`src/rtl/halfstep_clkdiv.sv`:
```
module halfstep_clkdiv #(
  parameter int W         = 4,
  parameter int FIELD_LSB = 4
) (
  input  logic        clk_in,
  input  logic        rst_n,
  input  logic [31:0] ctrl_word,
  output logic        clk_out
);
  localparam int CW = W + 2;

  logic [W-1:0]  act_v;
  logic [CW-1:0] cnt, nxt, last, v_ext, p_mid, n_mid;
  logic          tog_p, tog_n;
  logic          unused_ctrl;

  assign unused_ctrl = ^ctrl_word;
  assign v_ext = CW'(act_v);
  assign last  = (v_ext << 1) + CW'(2);
  assign nxt   = (cnt == last) ? '0 : cnt + CW'(1);
  assign p_mid = act_v[0] ? ((v_ext + CW'(1)) >> 1) : ((v_ext * CW'(3) + CW'(4)) >> 1);
  assign n_mid = act_v[0] ? ((v_ext * CW'(3) + CW'(3)) >> 1) : (v_ext >> 1);

  always_ff @(posedge clk_in or negedge rst_n)
    if (!rst_n) begin
      act_v <= '0;
      cnt   <= CW'(2);
      tog_p <= 1'b0;
    end else begin
      cnt <= nxt;
      if (nxt == '0) act_v <= ctrl_word[FIELD_LSB +: W];
      if (nxt == '0 || nxt == p_mid) tog_p <= ~tog_p;
    end

  always_ff @(negedge clk_in or negedge rst_n)
    if (!rst_n) tog_n <= 1'b0;
    else if (cnt == v_ext + CW'(1) || cnt == n_mid) tog_n <= ~tog_n;

  assign clk_out = tog_p ^ tog_n;

  a_r2_count_in_range: assert property (@(posedge clk_in) disable iff (!rst_n)
    cnt <= last);
  a_r5_load_at_wrap: assert property (@(posedge clk_in) disable iff (!rst_n)
    !$stable(act_v) |-> cnt == '0);
  a_r3_high_after_start: assert property (@(posedge clk_in) disable iff (!rst_n)
    (cnt == '0 && act_v != '0) |-> clk_out);
  a_r3_low_before_wrap: assert property (@(posedge clk_in) disable iff (!rst_n)
    cnt == last |-> !clk_out);
endmodule

```
`config.mk`:
```
export PLATFORM = sky130hd
export DESIGN_NAME = halfstep_clkdiv
export DESIGN_NICKNAME = d
export VERILOG_FILES = /design/src/rtl/halfstep_clkdiv.sv
export SDC_FILE = /design/constraint.sdc
export NUM_CORES = 1
export LEC_CHECK = 0
export BUFFER_PORTS_ARGS = -buffer_cell sky130_fd_sc_hd__buf_2
export CORE_MARGIN = 4
export CORE_UTILIZATION = 49
export CTS_BUF_LIST = sky130_fd_sc_hd__clkbuf_2 sky130_fd_sc_hd__clkbuf_4 sky130_fd_sc_hd__clkbuf_8
export CTS_CLUSTER_SIZE = 12
export DETAILED_ROUTE_END_ITERATION = 8
export PLACE_DENSITY = 0.82
export SYNTH_ARGS = -nofsm -noshare
export SYNTH_HDL_FRONTEND = slang
export SYNTH_SLANG_ARGS = --single-unit
```
`constraint.sdc`:
```
create_clock -name clk_in -period 3.1 [get_ports clk_in]
set_clock_uncertainty 0.1 [all_clocks]
set_input_delay 0.155 -clock clk_in [delete_from_list [all_inputs] [get_ports clk_in]]
set_output_delay 0.155 -clock clk_in [all_outputs]
set_load 0.05 [all_outputs]
```
---- Word level (Yosys, flattened, before mapping) ----
Index checks and enable logic that the tools add are counted.
word-level totals
  register bits after elaboration ......... 12
  logic and storage cells ................. 23
operators by class
  add/sub/neg operators ................... 5
  multiply operators ...................... 1
  equality and inequality tests ........... 4
  multiplexer cells ....................... 3
  bitwise operators ....................... 3
  reduce and logical (&&, ||, !) cells .... 3
operators by type and width
  kind                                                                count
  6-bit by 5-bit == test with 1-bit output                            3
  5-bit two-way mux                                                   2
  5-bit by 2-bit adder with 6-bit output, second input constant       1
  6-bit by 1-bit adder with 6-bit output, second input constant       1
  6-bit by 2-bit adder with 6-bit output, second input constant       1
  6-bit by 3-bit adder with 6-bit output, second input constant       1
  6-bit == test                                                       1
  6-bit zero test                                                     1
  4-bit by 2-bit multiplier with 6-bit output, second input constant  1
  6-bit two-way mux                                                   1
  4-bit by 1-bit adder with 5-bit output, second input constant       1
  1-bit logical OR                                                    2
  1-bit inverter                                                      2
  1-bit XOR                                                           1

---- Logic depth before layout (Yosys ltp) ----
  depth after elaboration ................. 5
  mapped depth ............................ 10

==> impl_results.rst <==
.. list-table::
   :header-rows: 1

   * - Metric
     - Value
   * - Critical path required time
     - 1580 ps
   * - Final-layout worst hold slack
     - 13.8 ps
   * - Library cell occupying the most area in the post-synthesis netlist
     - dfrtp_1
   * - Clock buffer count from CTS
     - 3
   * - Initial core utilization
     - 50.8%
   * - Final estimated routing congestion in global placement
     - 0.910
   * - Syn. warnings
     - 0
   * - I/O Buffers
     - 6
   * - Share of synthesized area occupied by flip-flops and latches
     - 24.2%
   * - Largest stage delay on the critical path
     - 540 ps
   * - Kind of launch point of the worst setup path
     - flip-flop
   * - Post-Synth Simple-Gate Area
     - 17.4%
   * - Placed wire-length estimate after detailed placement
     - 2390 um
   * - Final setup slack of the worst path
     - -1210 ps
   * - Dpl ws
     - -1260 ps
   * - Aggregate global-route resource usage
     - 20.9%
   * - Synth-to-Final Area Change
     - 28.7%
   * - Data arrival at the endpoint of the critical path
     - 2790 ps
   * - Core region area
     - 0.00245 sq mm
   * - Max stage delay cell, worst path
     - fa_2
   * - Vert. Die Dim
     - 58.5 um
   * - Count of endpoints failing setup in the final report
     - 1
   * - Global-route wire length before repair
     - 5430 um
   * - Most Frequent Cell on Critical Path
     - buf_4
   * - Overall die width
     - 58.5 um
   * - Largest net degree at the start of global routing
     - 13
   * - Floorplan die area
     - 0.00342 sq mm
   * - Net count, final
     - 220
   * - Leftover overflow at the end of global routing
     - 0
   * - Unrepaired setup endpoints after global routing
     - true
   * - DRC violations left
     - 0
   * - Rows
     - 18
   * - Cells along the critical path
     - ha_4 -> fa_2 -> buf_4 -> buf_4 -> nor4bb_2 -> a22o_1 -> a21oi_1 -> a31o_2 -> xnor2_1 -> o31ai_2 -> xor2_1
   * - EDFF count, synth
     - 0
   * - Dominant cells by area after synthesis
     - dfrtp_1 20%, xnor2_1 12%, xor2_1 12%
   * - Path class of the lowest-slack min-delay path
     - primary input to flip-flop
   * - Ranking of synthesized cells by instance count
     - 17 x xnor2_1, 17 x xor2_1, 14 x nor2_1, 10 x dfrtp_1
   * - Layout cell share with drive strength beyond 1
     - 32.4%
   * - Worst Reg-to-Reg Cells
     - 11
   * - Clock tree from TritonCTS
     - built
   * - Num ports
     - 35
   * - Number of nets in the synthesized netlist
     - 182
   * - Count of cell types in the netlist
     - 39
   * - Violation count after the first detailed-route iteration
     - 59
   * - Total standard cell area after synthesis
     - 0.00125 sq mm
   * - Post-Synth XOR/XNOR Area
     - 25.7%
   * - Number of diodes
     - 0
   * - Number of antenna violations at the first check in global routing
     - 0
   * - Relative slew slack
     - 68.9%
   * - Area share of fa/ha/maj cells after synthesis
     - 9.63%
   * - CTS clock-pin slew for the worst setup and hold paths
     - 70 ps
   * - Crit Path Class
     - flip-flop to flip-flop
   * - Multiplexer share of the synthesized area
     - 2.41%
   * - Asr flop ratio synth
     - 100%
   * - Primary FF master, synth
     - dfrtp_1
   * - Cell at the root of the clock tree
     - clkbuf_4
   * - Outcome
     - finished, violations left
   * - Post-synthesis instance total
     - 139
   * - Crit path max fanout
     - 3
   * - DR vias
     - 1150
   * - Antenna Violating Nets Remaining
     - 0
   * - Critical Path End Type
     - flip-flop
   * - Vias in the first global route
     - 1165
   * - Register bit count reported by yosys
     - 12
   * - Average wire length per cell after detail routing
     - 15.4 um
   * - Maximum buffer depth of the clock tree
     - 2
   * - Hold Path Depth
     - 3
   * - Max Slew Vio Count
     - 0
   * - CTS HTree Levels
     - 1
   * - Fraction of post-synthesis cell area in the top cell type by area
     - 20.1%
   * - Final wirelength
     - 3180 um
   * - Slew of the pin with the lowest slew margin
     - 467 ps
   * - Main combinational cell family by area after synthesis
     - XOR/XNOR gates
   * - Violated checks
     - setup timing
   * - Number of hold violations in the final report
     - 0
   * - Complex-gate fraction of the synthesized area
     - 15.1%
   * - TritonCTS sink count
     - 12
   * - Mean number of vias per cell
     - 5.58
   * - Number of max-capacitance violations reported
     - 0
   * - Router iterations before antenna repair
     - 5
   * - Syn avg cell area
     - 8.97 sq um
   * - Insertion delay to the later sink of the worst-skew pair
     - 270 ps
## cell type report
class / instances / area [sq um]
multi-input combinational: 113 / 911
fill: 181 / 850
sequential: 12 / 302
timing repair buffer: 40 / 299
tap: 30 / 37.5
clock buffer: 4 / 30.0
inverter: 7 / 26.3
## stage by stage
stage	TNS [ps]	utilization, %	instances	instance area, sq um
finish	-1210	65.4	206	1610
global route	-1330	65.4	206	1610
CTS	-1220	65.4	206	1610
detailed placement	-1260	61.1	196	1500
global placement	-1170	61.1	196	1500
floorplan	-1240	-	139	1270
## final timing paths
path | from | end | slack (ps)
worst max-delay path | act_v[1] | tog_n | -1210
worst min-delay path | ctrl_word[5] | act_v[1] | 10
worst min register to register | tog_n | tog_n | 350
min in group asynchronous | rst_n | cnt[0] | 190
worst max register to register | act_v[1] | tog_n | -1210
max in group asynchronous | rst_n | tog_n | 1030
## metal layers
metal | GRT usage (%) | vias to the layer above | wire [um]
met3 | 2.63 | 6 | 152
met2 | 37.3 | 40 | 1680
met4 | 8.28 | 0 | 43
met5 | 0 | - | 0
met1 | 25.4 | 552 | 1300
li1 | - | 552 | -
## worst max-delay path, delay by kind of cell (launching register included)
family          cells  cell delay [ps]
fa+ha+maj           2              720
flops               1              420
simple gates        1              200
xor+xnor            2              220
compound gates      4              720
buf+inv             2              230
## layout by cell type, fill, tap and decap left out, drive strengths merged
master | netlist | routed
o31ai | 1 | 1
or3 | 2 | 2
nor4bb | 1 | 1
buf | 7 | 36
dfstp | 1 | 1
inv | 7 | 7
nand2 | 8 | 8
clkbuf | 0 | 4
a22o | 1 | 1
o32ai | 1 | 1
xnor2 | 17 | 17
o41ai | 1 | 1
nand4 | 1 | 1
nand4b | 1 | 1
and4b | 1 | 1
dfrtn | 1 | 1
xor2 | 17 | 17
a31oi | 2 | 2
xnor3 | 1 | 1
nor2 | 15 | 15
o21ai | 7 | 7
nand3 | 5 | 5
a211oi | 1 | 1
a2111oi | 1 | 1
a21oi | 8 | 8
or4 | 1 | 1
mux2i | 3 | 3
a31o | 2 | 2
or4b | 1 | 1
dlygate4sd3 | 0 | 4
and2b | 1 | 1
ha | 8 | 8
o21ba | 1 | 1
and3 | 3 | 3
dfrtp | 10 | 10
fa | 1 | 1
## what timing repair did
item                       4_1_cts  5_1_grt
pin swaps                        7        2
buffers inserted                 2        0
gates resized for setup          4        0
hold buffers                     4        0
setup endpoints to repair        1        1
hold endpoints to repair        14        0
## kinds of logic after synthesis
| family | after synthesis |
|---|---|
| simple gates | 40 |
| compound gates | 26 |
| mux | 3 |
| xor+xnor | 35 |
| flops | 12 |
| buf+inv | 14 |
| fa+ha+maj | 9 |
## flip-flops by register name, indices dropped and copies added (netlist names)
signal,count
tog_n,1
tog_p,1
cnt,6
act_v,4
Power is not shown: default switching activity piles up to over one toggle a cycle in this logic, so the estimate is an artifact.
